### src/rtl/epf_pkg.sv
package epf_pkg;

  typedef enum logic [1:0] {
    BS_FREE   = 2'd0,
    BS_RXFULL = 2'd1,
    BS_TXPEND = 2'd2
  } bstate_e;

  localparam int CTL_REQ  = 0;
  localparam int CTL_DIR  = 1;
  localparam int CTL_CLR  = 2;
  localparam int CTL_SEL  = 3;
  localparam int CTL_KEEP = 5;
  localparam int CTL_RDY  = 6;
  localparam int CTL_ZLP  = 7;

endpackage

### src/rtl/epf_buf.sv
module epf_buf
  import epf_pkg::*;
#(
  parameter int DEPTH = 8,
  parameter int DW    = 8,
  localparam int CW   = $clog2(DEPTH + 1),
  localparam int AW   = $clog2(DEPTH)
) (
  input  logic          clk,
  input  logic          rst_n,
  input  logic          clr_i,
  input  logic          commit_rd_i,
  input  logic          commit_wr_i,
  input  logic          tx_done_i,
  input  logic          tx_pop_i,
  input  logic          start_wr_i,
  input  logic          mcu_wr_i,
  input  logic [DW-1:0] mcu_wdata_i,
  input  logic          mcu_rd_i,
  input  logic          rd_any_i,
  input  logic          eng_wr_i,
  input  logic [DW-1:0] eng_wdata_i,
  input  logic          eng_last_i,
  input  logic          eng_zero_i,
  input  logic          eng_setup_i,
  input  logic          tok_i,
  input  logic          setup_clr_i,
  output bstate_e       st_o,
  output logic [CW-1:0] cnt_o,
  output logic [CW-1:0] ptr_o,
  output logic [DW-1:0] rdata_o,
  output logic          setup_o,
  output logic          zlp_o
);

  bstate_e       st_q, st_d;
  logic [CW-1:0] cnt_q, cnt_d;
  logic [CW-1:0] ptr_q, ptr_d;
  logic          su_q, su_d;
  logic          zl_q, zl_d;
  logic          eng_take;
  logic          mem_we;
  logic [DW-1:0] mem_wd;
  logic [DW-1:0] mem_q [DEPTH];

  always_comb begin
    st_d     = st_q;
    cnt_d    = cnt_q;
    ptr_d    = ptr_q;
    mem_we   = 1'b0;
    mem_wd   = '0;
    eng_take = 1'b0;
    if (clr_i) begin
      st_d  = BS_FREE;
      cnt_d = '0;
      ptr_d = '0;
    end else if (commit_rd_i && st_q == BS_RXFULL) begin
      st_d  = BS_FREE;
      cnt_d = '0;
      ptr_d = '0;
    end else if (commit_wr_i && st_q == BS_FREE) begin
      st_d  = BS_TXPEND;
      ptr_d = '0;
    end else if (tx_done_i && st_q == BS_TXPEND) begin
      st_d  = BS_FREE;
      cnt_d = '0;
      ptr_d = '0;
    end else if (start_wr_i && st_q == BS_FREE) begin
      cnt_d = '0;
    end else if (mcu_wr_i) begin
      mem_we = 1'b1;
      mem_wd = mcu_wdata_i;
      cnt_d  = cnt_q + CW'(1);
    end else if (eng_wr_i) begin
      eng_take = 1'b1;
      if (!eng_zero_i) begin
        mem_we = 1'b1;
        mem_wd = eng_wdata_i;
        cnt_d  = cnt_q + CW'(1);
      end
      if (eng_zero_i || eng_last_i) begin
        st_d  = BS_RXFULL;
        ptr_d = '0;
      end
    end else if (mcu_rd_i || tx_pop_i) begin
      ptr_d = ptr_q + CW'(1);
    end
  end

  always_comb begin
    su_d = su_q;
    if (eng_take && (eng_zero_i || eng_last_i) && eng_setup_i) su_d = 1'b1;
    else if (setup_clr_i)                                       su_d = 1'b0;
    zl_d = zl_q;
    if (eng_take && eng_zero_i)  zl_d = 1'b1;
    else if (tok_i || rd_any_i)  zl_d = 1'b0;
  end

  always_ff @(posedge clk or negedge rst_n) begin
    if (!rst_n) begin
      st_q  <= BS_FREE;
      cnt_q <= '0;
      ptr_q <= '0;
      su_q  <= 1'b0;
      zl_q  <= 1'b0;
    end else begin
      st_q  <= st_d;
      cnt_q <= cnt_d;
      ptr_q <= ptr_d;
      su_q  <= su_d;
      zl_q  <= zl_d;
    end
  end

  always_ff @(posedge clk) begin
    if (mem_we) mem_q[cnt_q[AW-1:0]] <= mem_wd;
  end

  assign st_o    = st_q;
  assign cnt_o   = cnt_q;
  assign ptr_o   = ptr_q;
  assign rdata_o = mem_q[ptr_q[AW-1:0]];
  assign setup_o = su_q;
  assign zlp_o   = zl_q;


  cnt_bound_chk: assert property (@(posedge clk) disable iff (!rst_n)
    cnt_q <= CW'(DEPTH));


  txpend_entry_chk: assert property (@(posedge clk) disable iff (!rst_n)
    $rose(st_q == BS_TXPEND) |-> $past(commit_wr_i));


  setup_sticky_chk: assert property (@(posedge clk) disable iff (!rst_n)
    $fell(su_q) |-> $past(setup_clr_i));


  zlp_origin_chk: assert property (@(posedge clk) disable iff (!rst_n)
    $rose(zl_q) |-> $past(eng_wr_i && eng_zero_i));

endmodule

### src/rtl/epf_mcu_port.sv
module epf_mcu_port
  import epf_pkg::*;
#(
  parameter int NBUF  = 2,
  parameter int DEPTH = 8,
  localparam int CW   = $clog2(DEPTH + 1)
) (
  input  logic          clk,
  input  logic          rst_n,
  input  logic          ctl_we_i,
  input  logic [7:0]    ctl_wdata_i,
  input  bstate_e       sel_st_i,
  input  logic [CW-1:0] sel_cnt_i,
  input  logic [CW-1:0] sel_ptr_i,
  output logic          req_o,
  output logic          dir_o,
  output logic [1:0]    sel_o,
  output logic          selv_o,
  output logic          wrm_o,
  output logic          done_o,
  output logic          ready_o,
  output logic [1:0]    new_sel_o,
  output logic          start_wr_o,
  output logic          commit_rd_o,
  output logic          commit_wr_o,
  output logic          clr_o,
  output logic          su_clr_o
);

  logic       req_q, req_d;
  logic       dir_q, dir_d;
  logic [1:0] sel_q, sel_d;
  logic       wrm_q, wrm_d;
  logic       done_q, done_d;
  logic [1:0] wsel;

  assign wsel = ctl_wdata_i[CTL_SEL +: 2];

  always_comb begin
    req_d       = req_q;
    dir_d       = dir_q;
    sel_d       = sel_q;
    wrm_d       = wrm_q;
    done_d      = done_q;
    start_wr_o  = 1'b0;
    commit_rd_o = 1'b0;
    commit_wr_o = 1'b0;
    clr_o       = 1'b0;
    su_clr_o    = 1'b0;
    if (ctl_we_i) begin
      req_d    = ctl_wdata_i[CTL_REQ];
      dir_d    = ctl_wdata_i[CTL_DIR];
      sel_d    = wsel;
      clr_o    = ctl_wdata_i[CTL_CLR];
      su_clr_o = !ctl_wdata_i[CTL_KEEP];
      if (!req_q && ctl_wdata_i[CTL_REQ]) begin
        wrm_d      = ctl_wdata_i[CTL_DIR];
        done_d     = 1'b0;
        start_wr_o = ctl_wdata_i[CTL_DIR];
      end else if (req_q && ctl_wdata_i[CTL_REQ] && !done_q &&
                   (ctl_wdata_i[CTL_DIR] != wrm_q) && (wsel == sel_q)) begin
        done_d      = 1'b1;
        commit_rd_o = !wrm_q;
        commit_wr_o = wrm_q;
      end
    end
  end

  always_ff @(posedge clk or negedge rst_n) begin
    if (!rst_n) begin
      req_q  <= 1'b0;
      dir_q  <= 1'b0;
      sel_q  <= 2'b00;
      wrm_q  <= 1'b0;
      done_q <= 1'b0;
    end else begin
      req_q  <= req_d;
      dir_q  <= dir_d;
      sel_q  <= sel_d;
      wrm_q  <= wrm_d;
      done_q <= done_d;
    end
  end

  assign selv_o    = (int'(sel_q) < NBUF);
  assign ready_o   = req_q && !done_q && selv_o &&
                     (wrm_q ? (sel_st_i == BS_FREE && sel_cnt_i < CW'(DEPTH))
                            : (sel_st_i == BS_RXFULL && sel_ptr_i < sel_cnt_i));
  assign req_o     = req_q;
  assign dir_o     = dir_q;
  assign sel_o     = sel_q;
  assign wrm_o     = wrm_q;
  assign done_o    = done_q;
  assign new_sel_o = wsel;


  ready_needs_req_chk: assert property (@(posedge clk) disable iff (!rst_n)
    ready_o |-> req_q);


  ready_needs_buf_chk: assert property (@(posedge clk) disable iff (!rst_n)
    sel_q[1] |-> !ready_o);

endmodule

### src/rtl/ep_pkt_fifo.sv
module ep_pkt_fifo
  import epf_pkg::*;
#(
  parameter int DW    = 8,
  parameter int DEPTH = 8,
  parameter int NBUF  = 2,
  localparam int CW   = $clog2(DEPTH + 1),
  localparam int PW   = (NBUF > 1) ? $clog2(NBUF) : 1
) (
  input  logic            clk,
  input  logic            rst_n,
  input  logic            mcu_ctl_we,
  input  logic [7:0]      mcu_ctl_wdata,
  output logic [7:0]      mcu_ctl_rdata,
  input  logic            mcu_dat_we,
  input  logic            mcu_dat_re,
  input  logic [DW-1:0]   mcu_dat_wdata,
  output logic [DW-1:0]   mcu_dat_rdata,
  input  logic            eng_rx_valid,
  input  logic [PW-1:0]   eng_rx_pipe,
  input  logic [DW-1:0]   eng_rx_data,
  input  logic            eng_rx_last,
  input  logic            eng_rx_zero,
  input  logic            eng_rx_setup,
  output logic            eng_rx_nak,
  input  logic            eng_setup_tok,
  input  logic [PW-1:0]   eng_tx_pipe,
  input  logic            eng_tx_pop,
  input  logic            eng_tx_done,
  output logic [NBUF-1:0] eng_tx_pend,
  output logic [CW-1:0]   eng_tx_len,
  output logic [DW-1:0]   eng_tx_data
);

  bstate_e       st_a  [NBUF];
  logic [CW-1:0] cnt_a [NBUF];
  logic [CW-1:0] ptr_a [NBUF];
  logic [DW-1:0] rd_a  [NBUF];
  logic          su_a  [NBUF];
  logic          zl_a  [NBUF];
  logic [NBUF-1:0] held;

  bstate_e       sel_st;
  logic [CW-1:0] sel_cnt, sel_ptr;
  logic [DW-1:0] sel_rd;
  logic          sel_su, sel_zl;

  logic       req, dir, selv, wrm, done, ready;
  logic [1:0] sel, new_sel;
  logic       start_wr, commit_rd, commit_wr, clr, su_clr;

  logic          rx_acc, rx_held;
  bstate_e       rx_st;
  logic [CW-1:0] rx_cnt;
  bstate_e       tx_st;
  logic [CW-1:0] tx_cnt, tx_ptr;
  logic [DW-1:0] tx_rd;

  epf_mcu_port #(.NBUF(NBUF), .DEPTH(DEPTH)) u_mcu (
    .clk         (clk),
    .rst_n       (rst_n),
    .ctl_we_i    (mcu_ctl_we),
    .ctl_wdata_i (mcu_ctl_wdata),
    .sel_st_i    (sel_st),
    .sel_cnt_i   (sel_cnt),
    .sel_ptr_i   (sel_ptr),
    .req_o       (req),
    .dir_o       (dir),
    .sel_o       (sel),
    .selv_o      (selv),
    .wrm_o       (wrm),
    .done_o      (done),
    .ready_o     (ready),
    .new_sel_o   (new_sel),
    .start_wr_o  (start_wr),
    .commit_rd_o (commit_rd),
    .commit_wr_o (commit_wr),
    .clr_o       (clr),
    .su_clr_o    (su_clr)
  );

  // Selection muxes for the software side, receive side and transmit side.
  always_comb begin
    sel_st  = BS_FREE;
    sel_cnt = '0;
    sel_ptr = '0;
    sel_rd  = '0;
    sel_su  = 1'b0;
    sel_zl  = 1'b0;
    rx_st   = BS_FREE;
    rx_cnt  = '0;
    rx_held = 1'b0;
    tx_st   = BS_FREE;
    tx_cnt  = '0;
    tx_ptr  = '0;
    tx_rd   = '0;
    for (int b = 0; b < NBUF; b++) begin
      if (sel == 2'(b)) begin
        sel_st  = st_a[b];
        sel_cnt = cnt_a[b];
        sel_ptr = ptr_a[b];
        sel_rd  = rd_a[b];
        sel_su  = su_a[b];
        sel_zl  = zl_a[b];
      end
      if (eng_rx_pipe == PW'(b)) begin
        rx_st   = st_a[b];
        rx_cnt  = cnt_a[b];
        rx_held = held[b];
      end
      if (eng_tx_pipe == PW'(b)) begin
        tx_st  = st_a[b];
        tx_cnt = cnt_a[b];
        tx_ptr = ptr_a[b];
        tx_rd  = rd_a[b];
      end
    end
  end

  assign rx_acc = eng_rx_valid && !rx_held && rx_st == BS_FREE &&
                  (eng_rx_zero ? (rx_cnt == '0) : (rx_cnt < CW'(DEPTH)));

  genvar gb;
  generate
    for (gb = 0; gb < NBUF; gb++) begin : g_buf
      logic hit_cur, hit_new, hit_rx, hit_tx;
      logic tx_avail;
      assign hit_cur   = (sel == 2'(gb));
      assign hit_new   = (new_sel == 2'(gb));
      assign hit_rx    = (eng_rx_pipe == PW'(gb));
      assign hit_tx    = (eng_tx_pipe == PW'(gb));
      assign held[gb]  = req && hit_cur;
      assign tx_avail  = (st_a[gb] == BS_TXPEND);
      assign eng_tx_pend[gb] = tx_avail;

      epf_buf #(.DEPTH(DEPTH), .DW(DW)) u_buf (
        .clk         (clk),
        .rst_n       (rst_n),
        .clr_i       (clr && hit_new),
        .commit_rd_i (commit_rd && hit_cur),
        .commit_wr_i (commit_wr && hit_cur),
        .tx_done_i   (eng_tx_done && hit_tx && tx_avail),
        .tx_pop_i    (eng_tx_pop && hit_tx && tx_avail && (ptr_a[gb] < cnt_a[gb])),
        .start_wr_i  (start_wr && hit_new),
        .mcu_wr_i    (mcu_dat_we && ready && wrm && hit_cur),
        .mcu_wdata_i (mcu_dat_wdata),
        .mcu_rd_i    (mcu_dat_re && ready && !wrm && hit_cur),
        .rd_any_i    (mcu_dat_re && req && !wrm && !done && hit_cur),
        .eng_wr_i    (rx_acc && hit_rx),
        .eng_wdata_i (eng_rx_data),
        .eng_last_i  (eng_rx_last),
        .eng_zero_i  (eng_rx_zero),
        .eng_setup_i (eng_rx_setup),
        .tok_i       (eng_setup_tok && (gb == 0)),
        .setup_clr_i (su_clr && hit_new),
        .st_o        (st_a[gb]),
        .cnt_o       (cnt_a[gb]),
        .ptr_o       (ptr_a[gb]),
        .rdata_o     (rd_a[gb]),
        .setup_o     (su_a[gb]),
        .zlp_o       (zl_a[gb])
      );
    end
  endgenerate

  assign mcu_ctl_rdata = {sel_zl && selv, ready, sel_su && selv, sel, 1'b0, dir, req};
  assign mcu_dat_rdata = (ready && !wrm) ? sel_rd : '0;
  assign eng_rx_nak    = eng_rx_valid && !rx_acc;
  assign eng_tx_len    = (tx_st == BS_TXPEND) ? tx_cnt : '0;
  assign eng_tx_data   = (tx_st == BS_TXPEND && tx_ptr < tx_cnt) ? tx_rd : '0;


  held_refuse_chk: assert property (@(posedge clk) disable iff (!rst_n)
    (eng_rx_valid && rx_held) |-> eng_rx_nak);


  tx_len_bound_chk: assert property (@(posedge clk) disable iff (!rst_n)
    eng_tx_len <= CW'(DEPTH));

endmodule

### config.mk
export PLATFORM = sky130hd
export DESIGN_NAME = ep_pkt_fifo
export DESIGN_NICKNAME = d
export VERILOG_FILES = /design/src/rtl/epf_pkg.sv /design/src/rtl/epf_buf.sv /design/src/rtl/epf_mcu_port.sv /design/src/rtl/ep_pkt_fifo.sv
export SDC_FILE = /design/constraint.sdc
export NUM_CORES = 1
export LEC_CHECK = 0
export ABC_CLOCK_PERIOD_IN_PS = 3500
export BUFFER_PORTS_ARGS = -buffer_cell sky130_fd_sc_hd__buf_2
export CORE_UTILIZATION = 44
export CTS_CLUSTER_DIAMETER = 150
export DETAILED_ROUTE_END_ITERATION = 6
export HOLD_SLACK_MARGIN = 0.12
export PLACE_DENSITY = 0.6
export SYNTH_ARGS = -nofsm -noshare
export SYNTH_HDL_FRONTEND = slang
export SYNTH_SLANG_ARGS = --single-unit
### constraint.sdc
create_clock -name clk -period 3.5 [get_ports clk]
set_clock_uncertainty 0.05 [all_clocks]
set_input_delay 0.35 -clock clk [delete_from_list [all_inputs] [get_ports clk]]
set_output_delay 0.35 -clock clk [all_outputs]
set_load 0.005 [all_outputs]
==> metrics.yaml <==
run_status: "finished clean"
slew_violations: 0
clkPwrFrac: 0.395
finalCritPeriodShare: 0.939
r2r_setup_slack_ps: 410
placement.io_buffers: 65
area_growth_syn_to_layout_pct: 16.7
critical_path.max_fanout: 5
grt_setup_unrepaired: "false"
detailroute.via_count: 5433
fillCellCount: 1486
ir_drop_mv: 0.374
fp-row-count: 48
vertical_die_dimension_um: 137
post-synth-top-count-cell: "sky130_fd_sc_hd__edfxtp_1"
worst_hold_startpoint: "mcu_ctl_wdata[0]"
insertion_delay_ps: 430
ctsHtreeMaxLevel: 4
fin_tns_setup_ps: 0
n_antenna_cell: 0
grt_pass1_wl_um: 31100
nets: 746
max_freq_ghz: 0.304
worst_setup_path_start_kind: "register"
design.die.area_um2: 18800
syn-instance-count: 609
design_power_total_mw: 4.72
drc_errors: 0
setup_viol_count_final: 0
crit_type: "reg2out"
place_congestion: 0.966
intPower_mw: 3.46
final_layout_size_suffix_gt1_frac: 0.291
ant_nets: 0
wl_um: 20200
worstPathRequired_ps: 3100
power.share.sequential: 0.463
slew-limit-headroom: 0.518
drt-vias-per-instance: 5.84
most_used_dff_post_synth: "sky130_fd_sc_hd__edfxtp_1"
timing.rr.start: "u_mcu.sel_o[1]"
synthDominantAreaCellType: "sky130_fd_sc_hd__edfxtp_1"
synth_top_cells_by_area: "sky130_fd_sc_hd__edfxtp_1, sky130_fd_sc_hd__dfrtp_1, sky130_fd_sc_hd__mux4_2, sky130_fd_sc_hd__nor2_1, sky130_fd_sc_hd__mux2i_1"
synth.cell_area_um2: 8010
pre_repair_dr_iteration_count: 5
yosysWarnings: 0
clk_pin_slew_ps: 70
largest_net_degree_at_the_start_of_global_routing: 31
core_um2: 17500
post_place_worst_slack_ps: 385
crit_path_end_kind: "primary output"
drt_iter0_markers: 425
clock_tree.root_cell: "sky130_fd_sc_hd__clkbuf_16"
min-delay-path-class: "in2reg"
cts_made_buffers: 17
ys_ff_latch: 158
p_per_area_nw_per_um2: 505
post-route-min-period_ps: 3290
switching_power_mw: 1.26
worst_r2r_path_depth: 8
gr-total-overflow: 0
leading_post_synthesis_cells_by_instance_count: "sky130_fd_sc_hd__edfxtp_1, sky130_fd_sc_hd__nor2_1, sky130_fd_sc_hd__nand2_1, sky130_fd_sc_hd__mux4_2, sky130_fd_sc_hd__dfrtp_1"
ioPinCount: 69
cts.sink_count: 158
synthDominantCellAreaShare: 0.480
die_width_um: 137
first_global_vias: 5303
synth-seq-area-share: 0.573
hold_violations: 0
maxCapViolCount: 0
switching_share_of_total_power: 0.268
worstReg2RegEnd: "g_buf[1].u_buf.mem_q[0][7]"
synthArstFlopShare: 0.190
worst_hold_path.num_cells: 3
setup_ws_ps: 213
power.combinational.fraction: 0.142
worstMarginPinSlew_ps: 721
detailedPlacementHpwl_um: 14500
synth.net_count: 663
groute.usage.overall: 0.233
buffer_levels_on_the_longest_clock_path: 2
tritoncts_clock_tree: "yes"
initial_utilization: 0.457
power.leakage_nw: 3.53
number_of_antenna_violations_at_the_first_check_in_global_routing: 0
post_synth_edffs: 128
synth_area_per_cell_um2: 13.2
whs_endpoint: "u_mcu.req_o"
wirelength_per_cell_um: 21.8
synth_cell_type_count: 67
cp.arrival_ps: 2890
-- worst max-delay path, stage by stage (launching register included) --
cell and delay [ps]:
sky130_fd_sc_hd__dfrtp_1 480, sky130_fd_sc_hd__mux2i_1 160, sky130_fd_sc_hd__or2_2 320, sky130_fd_sc_hd__ha_1 290
sky130_fd_sc_hd__a211oi_1 220, sky130_fd_sc_hd__o21ai_0 130, sky130_fd_sc_hd__a21oi_2 200, sky130_fd_sc_hd__nand2b_1 70
sky130_fd_sc_hd__a2111oi_0 390, sky130_fd_sc_hd__buf_2 190
-- registers in the layout, summed over array words and instances, names as in the netlist --
name                 cells
g_buf.u_buf.cnt_o        8
g_buf.u_buf.mem_q      128
g_buf.u_buf.ptr_o        8
g_buf.u_buf.setup_o      2
g_buf.u_buf.st_o         4
g_buf.u_buf.zlp_o        2
u_mcu.dir_o              1
u_mcu.done_o             1
u_mcu.req_o              1
u_mcu.sel_o              2
u_mcu.wrm_o              1
-- placed cells by master, fill, tap and decap left out, drive strengths merged, types with 5 or more instances in the layout --
master    n
inv      25
or3       7
mux2     15
nor2b    23
a22oi    17
mux2i    22
nor3     12
a21oi    15
dfrtp    30
edfxtp  128
nor2     63
nand2b    5
clkbuf   17
buf     105
mux4     32
o21ai    27
nor3b     5
nand3b    7
xnor2     5
nand2    38
a211oi    9
nand3    16
ha       16
-- area by class of cell --
cell class	instances	area (um2)	share of cell area
clock buffer	17	425	0.0455
timing repair buffer	107	658	0.0704
inverter	16	60.1	0.00642
clock inverter	15	173	0.0185
multi-input combinational	392	3150	0.337
tap	225	282	0.0301
sequential	158	4600	0.492
-- stage by stage --
step                      hold WS (ps)  area, um2  utilization  cells
after global routing               167       9350        0.533    930
after global placement             395       8710        0.497    894
final                              155       9350        0.533    930
after CTS                          127       9330        0.532    928
after floorplan                   4.41       8010            -    609
after detailed placement           388       8710        0.497    894
-- cell families after synthesis --
family          Yosys count  synth area share
simple gates            203             0.138
flops                   158             0.573
compound gates           97            0.0846
mux                      69             0.139
buf+inv                  59            0.0337
fa+ha+maj                16            0.0250
xor+xnor                  6           0.00656
other cells               1          0.000468
-- layer usage --
| metal | GRT usage | vias up | wire [um] |
|---|---|---|---|
| met5 | 0 | - | 0 |
| met4 | 0.0714 | 0 | 316 |
| met3 | 0.0444 | 25 | 1360 |
| met2 | 0.363 | 202 | 9510 |
| met1 | 0.329 | 2716 | 9050 |
| li1 | - | 2490 | - |
-- power groups by stage --
stage | registers (mW) | clock network (mW) | logic, mW
floorplan | 2.18 | 0 | 0.485
global placement | 2.22 | 0 | 0.647
detailed placement | 2.22 | 0 | 0.657
CTS | 2.19 | 1.88 | 0.666
global route | 2.20 | 1.96 | 0.741
finish | 2.19 | 1.87 | 0.671
-- worst max path at each step --
stage	end	depth (start not counted)	slack, ps	start
after floorplan	mcu_ctl_rdata[6]	11	380	u_mcu.sel_o[0]
after global placement	mcu_dat_rdata[1]	9	420	g_buf[1].u_buf.cnt_o[3]
after detailed placement	mcu_dat_rdata[1]	9	390	g_buf[1].u_buf.cnt_o[3]
after CTS	mcu_ctl_rdata[6]	9	90	g_buf[1].u_buf.cnt_o[3]
after global routing	mcu_ctl_rdata[6]	9	60	g_buf[1].u_buf.cnt_o[3]
final	mcu_ctl_rdata[6]	9	210	g_buf[1].u_buf.cnt_o[3]
-- timing repair --
| item | 4_1_cts | 5_1_grt |
|---|---|---|
| hold endpoints to repair | 31 | 0 |
| resized for setup | 2 | 1 |
| hold buffers | 2 | 0 |
| buffers inserted | 0 | 2 |
| pin swaps | 0 | 0 |
| endpoints found under the setup margin | 9 | 3 |
Power figures use the tool's default switching activity.
